$ cat config.mk
export PLATFORM = sky130hd
export DESIGN_NAME = alarm_irq_bank
export DESIGN_NICKNAME = d
export VERILOG_FILES = /design/src/rtl/alarm_irq_pkg.sv /design/src/rtl/alarm_addr_decode.sv /design/src/rtl/alarm_sticky.sv /design/src/rtl/alarm_chan.sv /design/src/rtl/alarm_irq_combine.sv /design/src/rtl/alarm_irq_bank.sv
export SDC_FILE = /design/constraint.sdc
export NUM_CORES = 1
export LEC_CHECK = 0
export ABC_AREA = 1
export BUFFER_PORTS_ARGS = -buffer_cell sky130_fd_sc_hd__buf_2
export CAP_MARGIN = 20
export CORE_MARGIN = 1
export CORE_UTILIZATION = 48
export DETAILED_ROUTE_END_ITERATION = 7
export HOLD_SLACK_MARGIN = 0.15
export PLACE_DENSITY_LB_ADDON = 0.1
export RECOVER_POWER = 100
export SYNTH_ARGS = -nofsm -noshare
export SYNTH_HDL_FRONTEND = slang
export SYNTH_HIERARCHICAL = 1
export SYNTH_SLANG_ARGS = --single-unit
export TNS_END_PERCENT = 50
$ cat constraint.sdc
create_clock -name clk -period 1.2 [get_ports clk]
set_input_delay 0.24 -clock clk [delete_from_list [all_inputs] [get_ports clk]]
set_output_delay 0.24 -clock clk [all_outputs]
set_load 0.05 [all_outputs]
$ cat src/rtl/alarm_irq_pkg.sv
package alarm_irq_pkg;
  // Bit positions decoded by the software driver
  localparam int unsigned BIT_LOL_LIVE = 5;
  localparam int unsigned BIT_LOS_LIVE = 4;
  localparam int unsigned BIT_LOL_CHG  = 1;
  localparam int unsigned BIT_LOS_CHG  = 0;
  localparam int unsigned BIT_LOL_EN   = 1;
  localparam int unsigned BIT_LOS_EN   = 0;

  // Per-channel register offsets from the channel base
  localparam int unsigned OFS_ENABLE = 0;
  localparam int unsigned OFS_STATUS = 1;

  // Number of alarm kinds per channel
  localparam int unsigned N_ALARM = 2;

  typedef struct packed {
    logic lol;
    logic los;
  } alarm_pair_t;
endpackage

$ cat src/rtl/alarm_addr_decode.sv
module alarm_addr_decode #(
  parameter int unsigned NUM_CH  = 4,
  parameter int unsigned ADDR_W  = 8,
  parameter int unsigned EN_BASE = 9,
  parameter int unsigned STRIDE  = 8
) (
  input  logic [ADDR_W-1:0] addr,
  output logic [NUM_CH-1:0] en_hit,
  output logic [NUM_CH-1:0] st_hit
);
  import alarm_irq_pkg::*;

  for (genvar c = 0; c < NUM_CH; c++) begin : g_dec
    localparam int unsigned EN_A = EN_BASE + OFS_ENABLE + c * STRIDE;
    localparam int unsigned ST_A = EN_BASE + OFS_STATUS + c * STRIDE;
    assign en_hit[c] = (addr == ADDR_W'(EN_A));
    assign st_hit[c] = (addr == ADDR_W'(ST_A));
  end
endmodule

$ cat src/rtl/alarm_sticky.sv
module alarm_sticky (
  input  logic clk,
  input  logic rst,
  input  logic level_in,
  input  logic clr_req,
  output logic live,
  output logic chg_flag
);
  logic prev_q;
  logic change;

  assign change = level_in ^ prev_q;
  assign live   = prev_q;

  // Previous sample follows the input during reset so that a steady
  // level is not taken for a change once reset releases.
  always_ff @(posedge clk) begin
    prev_q <= level_in;
  end

  always_ff @(posedge clk) begin
    if (rst)          chg_flag <= 1'b0;
    else if (change)  chg_flag <= 1'b1;
    else if (clr_req) chg_flag <= 1'b0;
  end
endmodule

$ cat src/rtl/alarm_chan.sv
module alarm_chan (
  input  logic                      clk,
  input  logic                      rst,
  input  alarm_irq_pkg::alarm_pair_t lvl_in,
  input  logic                      en_wr,
  input  logic                      st_rd,
  input  alarm_irq_pkg::alarm_pair_t en_wdata,
  output alarm_irq_pkg::alarm_pair_t live,
  output alarm_irq_pkg::alarm_pair_t chg,
  output alarm_irq_pkg::alarm_pair_t en,
  output alarm_irq_pkg::alarm_pair_t pend
);
  import alarm_irq_pkg::*;

  logic [N_ALARM-1:0] lvl_v, live_v, chg_v;

  assign lvl_v = lvl_in;

  for (genvar k = 0; k < N_ALARM; k++) begin : g_alarm
    alarm_sticky u_sticky (
      .clk      (clk),
      .rst      (rst),
      .level_in (lvl_v[k]),
      .clr_req  (st_rd),
      .live     (live_v[k]),
      .chg_flag (chg_v[k])
    );
  end

  assign live = live_v;
  assign chg  = chg_v;

  always_ff @(posedge clk) begin
    if (rst)        en <= '0;
    else if (en_wr) en <= en_wdata;
  end

  assign pend = chg & en;
endmodule

$ cat src/rtl/alarm_irq_combine.sv
module alarm_irq_combine #(
  parameter int unsigned N_SRC = 8
) (
  input  logic             clk,
  input  logic             rst,
  input  logic [N_SRC-1:0] pend,
  output logic             irq_n
);
  always_ff @(posedge clk) begin
    if (rst) irq_n <= 1'b1;
    else     irq_n <= ~(|pend);
  end
endmodule

$ cat src/rtl/alarm_irq_bank.sv
module alarm_irq_bank #(
  parameter int unsigned NUM_CH  = 4,
  parameter int unsigned ADDR_W  = 8,
  parameter int unsigned DATA_W  = 8,
  parameter int unsigned EN_BASE = 9,
  parameter int unsigned STRIDE  = 8
) (
  input  logic              clk,
  input  logic              rst,
  input  logic              wr_en,
  input  logic              rd_en,
  input  logic [ADDR_W-1:0] addr,
  input  logic [DATA_W-1:0] wdata,
  output logic [DATA_W-1:0] rdata,
  input  logic [NUM_CH-1:0] lol_in,
  input  logic [NUM_CH-1:0] los_in,
  output logic              irq_n
);
  import alarm_irq_pkg::*;

  localparam int unsigned N_SRC = NUM_CH * N_ALARM;

  logic [NUM_CH-1:0] en_hit, st_hit;
  logic [NUM_CH-1:0] lol_sticky, los_sticky, lol_en, los_en;
  logic [NUM_CH-1:0] lol_live, los_live;
  logic [N_SRC-1:0]  pend_all;
  logic [DATA_W-1:0] rd_word;

  alarm_addr_decode #(
    .NUM_CH (NUM_CH),
    .ADDR_W (ADDR_W),
    .EN_BASE(EN_BASE),
    .STRIDE (STRIDE)
  ) u_dec (
    .addr  (addr),
    .en_hit(en_hit),
    .st_hit(st_hit)
  );

  for (genvar c = 0; c < NUM_CH; c++) begin : g_ch
    alarm_pair_t lvl_c, wd_c, live_c, chg_c, en_c, pend_c;

    assign lvl_c.lol = lol_in[c];
    assign lvl_c.los = los_in[c];
    assign wd_c.lol  = wdata[BIT_LOL_EN];
    assign wd_c.los  = wdata[BIT_LOS_EN];

    alarm_chan u_chan (
      .clk     (clk),
      .rst     (rst),
      .lvl_in  (lvl_c),
      .en_wr   (wr_en & en_hit[c]),
      .st_rd   (rd_en & st_hit[c]),
      .en_wdata(wd_c),
      .live    (live_c),
      .chg     (chg_c),
      .en      (en_c),
      .pend    (pend_c)
    );

    assign lol_live[c]   = live_c.lol;
    assign los_live[c]   = live_c.los;
    assign lol_sticky[c] = chg_c.lol;
    assign los_sticky[c] = chg_c.los;
    assign lol_en[c]     = en_c.lol;
    assign los_en[c]     = en_c.los;
    assign pend_all[N_ALARM*c +: N_ALARM] = pend_c;
  end

  // Read mux: at most one hit is active, so OR-merge the sources
  always_comb begin
    rd_word = '0;
    for (int c = 0; c < NUM_CH; c++) begin
      if (en_hit[c]) begin
        rd_word[BIT_LOL_EN] = rd_word[BIT_LOL_EN] | lol_en[c];
        rd_word[BIT_LOS_EN] = rd_word[BIT_LOS_EN] | los_en[c];
      end
      if (st_hit[c]) begin
        rd_word[BIT_LOL_LIVE] = rd_word[BIT_LOL_LIVE] | lol_live[c];
        rd_word[BIT_LOS_LIVE] = rd_word[BIT_LOS_LIVE] | los_live[c];
        rd_word[BIT_LOL_CHG]  = rd_word[BIT_LOL_CHG]  | lol_sticky[c];
        rd_word[BIT_LOS_CHG]  = rd_word[BIT_LOS_CHG]  | los_sticky[c];
      end
    end
  end

  always_ff @(posedge clk) begin
    if (rst)        rdata <= '0;
    else if (rd_en) rdata <= rd_word;
  end

  alarm_irq_combine #(
    .N_SRC(N_SRC)
  ) u_irq (
    .clk  (clk),
    .rst  (rst),
    .pend (pend_all),
    .irq_n(irq_n)
  );
endmodule

==> impl_metrics.csv <==
group,metric,value,unit
floorplanning,die_h,59.61,um
critical_path,worstReg2RegStart,"g_ch[1].u_chan/g_alarm[1].u_sticky/chg_flag",
placed_design,place_inst,356,
cells_and_area,mostFrequentLayoutCells,"103 x nand2_1, 79 x inv_1, 45 x nor2_1",
clocking,insertion_delay,0.33,ns
global_routing,grt_start_max_net_pins,17,
cells_and_area,fin_nets,355,
critical_path,worst-path-buf-inv,1,
cells_and_area,instances_no_fill,372,
pwr,netSwitchingPower,564.2,uW
critical_path,required,0.96,ns
clocking,h-tree-depth,2,
timing,finClkSkew,0.005294,ns
placed_design,gp_congestion,0.8531,
global_routing,grt.total_usage,21.79,%
timing,rsz0062_at_grt,"false",
yosys,yosys_warnings,6,
detailed_routing,first_pass_iters,4,
detailed_routing,viasPerCell,4.083,
pwr,switching_share,29.84,%
critical_path,cp-startpoint,"rdata[1]",
timing,max_freq,882.9,MHz
floorplanning,ioPinCount,37,
pwr,seqPwrFrac,55.1,%
pwr,leakagePower,0.001218,uW
pwr,internal_power,1327,uW
global_routing,grt_pass1_vias,1401,
yosys,synth_area,1593,um2
timing,holdWs,0.2308,ns
critical_path,cp-end-kind,"primary output",
critical_path,path_class,"flop to primary output",
clocking,clk_pin_slew,0.10,ns
critical_path,worstPathCellList,"clkbuf_4",
timing,drv_slew,0,
detailed_routing,post-route-drc-count,0,
timing,period_share,94.39,%
yosys,avgSynthCellArea,5.628,um2
global_routing,antenna_found_initial,0,
clocking,cts_setup_buffers,0,
placed_design,port_buffers,26,
critical_path,crit_path_start_kind,"flop",
detailed_routing,ant_nets,0,
status,outcome,"finished clean",
yosys,synth-seq-cells,29,
cells_and_area,area_growth_syn_to_layout,20.42,%
clocking,cts-root-buf,"clkbuf_4",
clocking,clockBufferDepth,2,
placed_design,hpwlAfterDp,2403,um
detailed_routing,drt_iter0_drc,56,
min_path,holdCritPathClass,"primary input to flop",
clocking,clkSinkCount,29,
timing,finalHoldViolations,0,
detailed_routing,wl,3186,um
yosys,syn_inst,283,
pwr,clkPwrFrac,30.8,%
detailed_routing,routed-via-count,1519,
floorplanning,dieArea,3553,um2
floorplanning,core,3103,um2
yosys,synth.distinct_cells,15,
critical_path,cp.arrival,0.89,ns
min_path,hold_start,"wdata[0]",
cells_and_area,antenna_cells,0,
floorplanning,start_util,51.33,%
pwr,combPwrFrac,14.1,%
floorplanning,die_x,59.61,um
critical_path,crit_slowest_cell,"dfxtp_1",
timing,setup_viol,0,
global_routing,grt_first_pass_wirelength,5664,um
critical_path,slowest_delay,0.34,ns
pwr,peakVddDrop,0.8216,mV
critical_path,crit_family,"flip-flops",
global_routing,overflow,0,
yosys,synth-seq-area-share,36.45,%
clocking,cts_tree,"done",
floorplanning,rows,20,
flow_run,max_cap_violations,0,
cells_and_area,drive_gt1_share,10.67,%
critical_path,critical_path.max_fanout,2,
pwr,p_per_area,985.9,nW/um2
clocking,numCtsBuffers,5,
timing,fin_crit,1.133,ns
detailed_routing,wl_per_cell,8.565,um
cells_and_area,layout_commonest_cell,"nand2_1",
## repair_timing
item | in CTS | in global routing
hold buffers | 8 | 0
resized for setup | 0 | 6
endpoints found under the hold margin | 8 | 0
setup endpoints to repair | 0 | 5
## cell usage after synthesis
library cell,count,area share (%)
buf_4,4,1.9
o21ai_1,1,0.31
nand4_1,2,0.79
nor2_2,4,1.6
a21oi_1,2,0.63
inv_1,79,19
nand3_1,10,3.1
conb_1,1,0.24
inv_2,1,0.24
nand2_2,1,0.39
o21ai_0,2,0.63
nor2_1,44,10
dfxtp_1,29,36
buf_6,1,0.71
nand2_1,102,24
## per-stage QoR
| step | TNS [ns] | total power, uW | instance area, um2 | utilization, % | worst slack, ns |
|---|---|---|---|---|---|
| floorplan | 0 | 1233 | 1604 | - | 0.06973 |
| global placement | -1.239 | 1306 | 1785 | 57.54 | -0.1297 |
| detailed placement | -1.493 | 1311 | 1785 | 57.54 | -0.1790 |
| CTS | 0 | 1906 | 1921 | 61.90 | 0.02094 |
| global route | 0 | 2011 | 1918 | 61.81 | 0.01185 |
| finish | 0 | 1891 | 1918 | 61.81 | 0.06738 |
## final timing paths
check / to / slack (ns) / cells past startpoint
setup / recovery: rdata[1] / 0.07 / 1
hold / removal: g_ch[1].u_chan/en[0] / 0.23 / 5
setup reg to reg: u_irq/irq_n / 0.36 / 5
hold reg to reg: g_ch[3].u_chan/en[1] / 0.49 / 2
## registers in the layout, summed over array words and instances (netlist names)
name and count:
g_ch.u_chan/g_alarm.u_sticky/chg_flag 8, g_ch.u_chan/g_alarm.u_sticky/live 8, g_ch.u_chan/en 8, rdata 4, u_irq/irq_n 1
## power groups by stage
| stage | combinational [uW] | clock (uW) | sequential [uW] |
|---|---|---|---|
| finish | 266 | 583 | 1040 |
| global route | 307 | 654 | 1050 |
| CTS | 267 | 596 | 1040 |
| detailed placement | 245 | 0 | 1070 |
| global placement | 241 | 0 | 1060 |
| floorplan | 157 | 0 | 1080 |
## routing by layer
metal	routed length, um	track usage (%)	up-vias
met1	1638	27.88	618
met4	38	5.980	0
met3	97	7.205	4
met5	0	0	-
met2	1411	35.15	28
li1	-	-	869
## cell type report
| type | count | area, um2 |
|---|---|---|
| clock inverters | 3 | 17.52 |
| multi-input cells | 172 | 676.9 |
| well taps | 44 | 55.05 |
| flip-flops and latches | 29 | 580.6 |
| fillers | 332 | 1185 |
| clock buffers | 5 | 37.54 |
| repair buffers | 39 | 250.2 |
| inverters | 80 | 300.3 |
## logic make-up after synthesis
| family | share of synthesized area (%) |
|---|---|
| flops | 36.45 |
| compound gates | 1.571 |
| buf+inv | 21.44 |
| other cells | 0.2354 |
| simple gates | 40.30 |
Power figures use the tool's default switching activity.
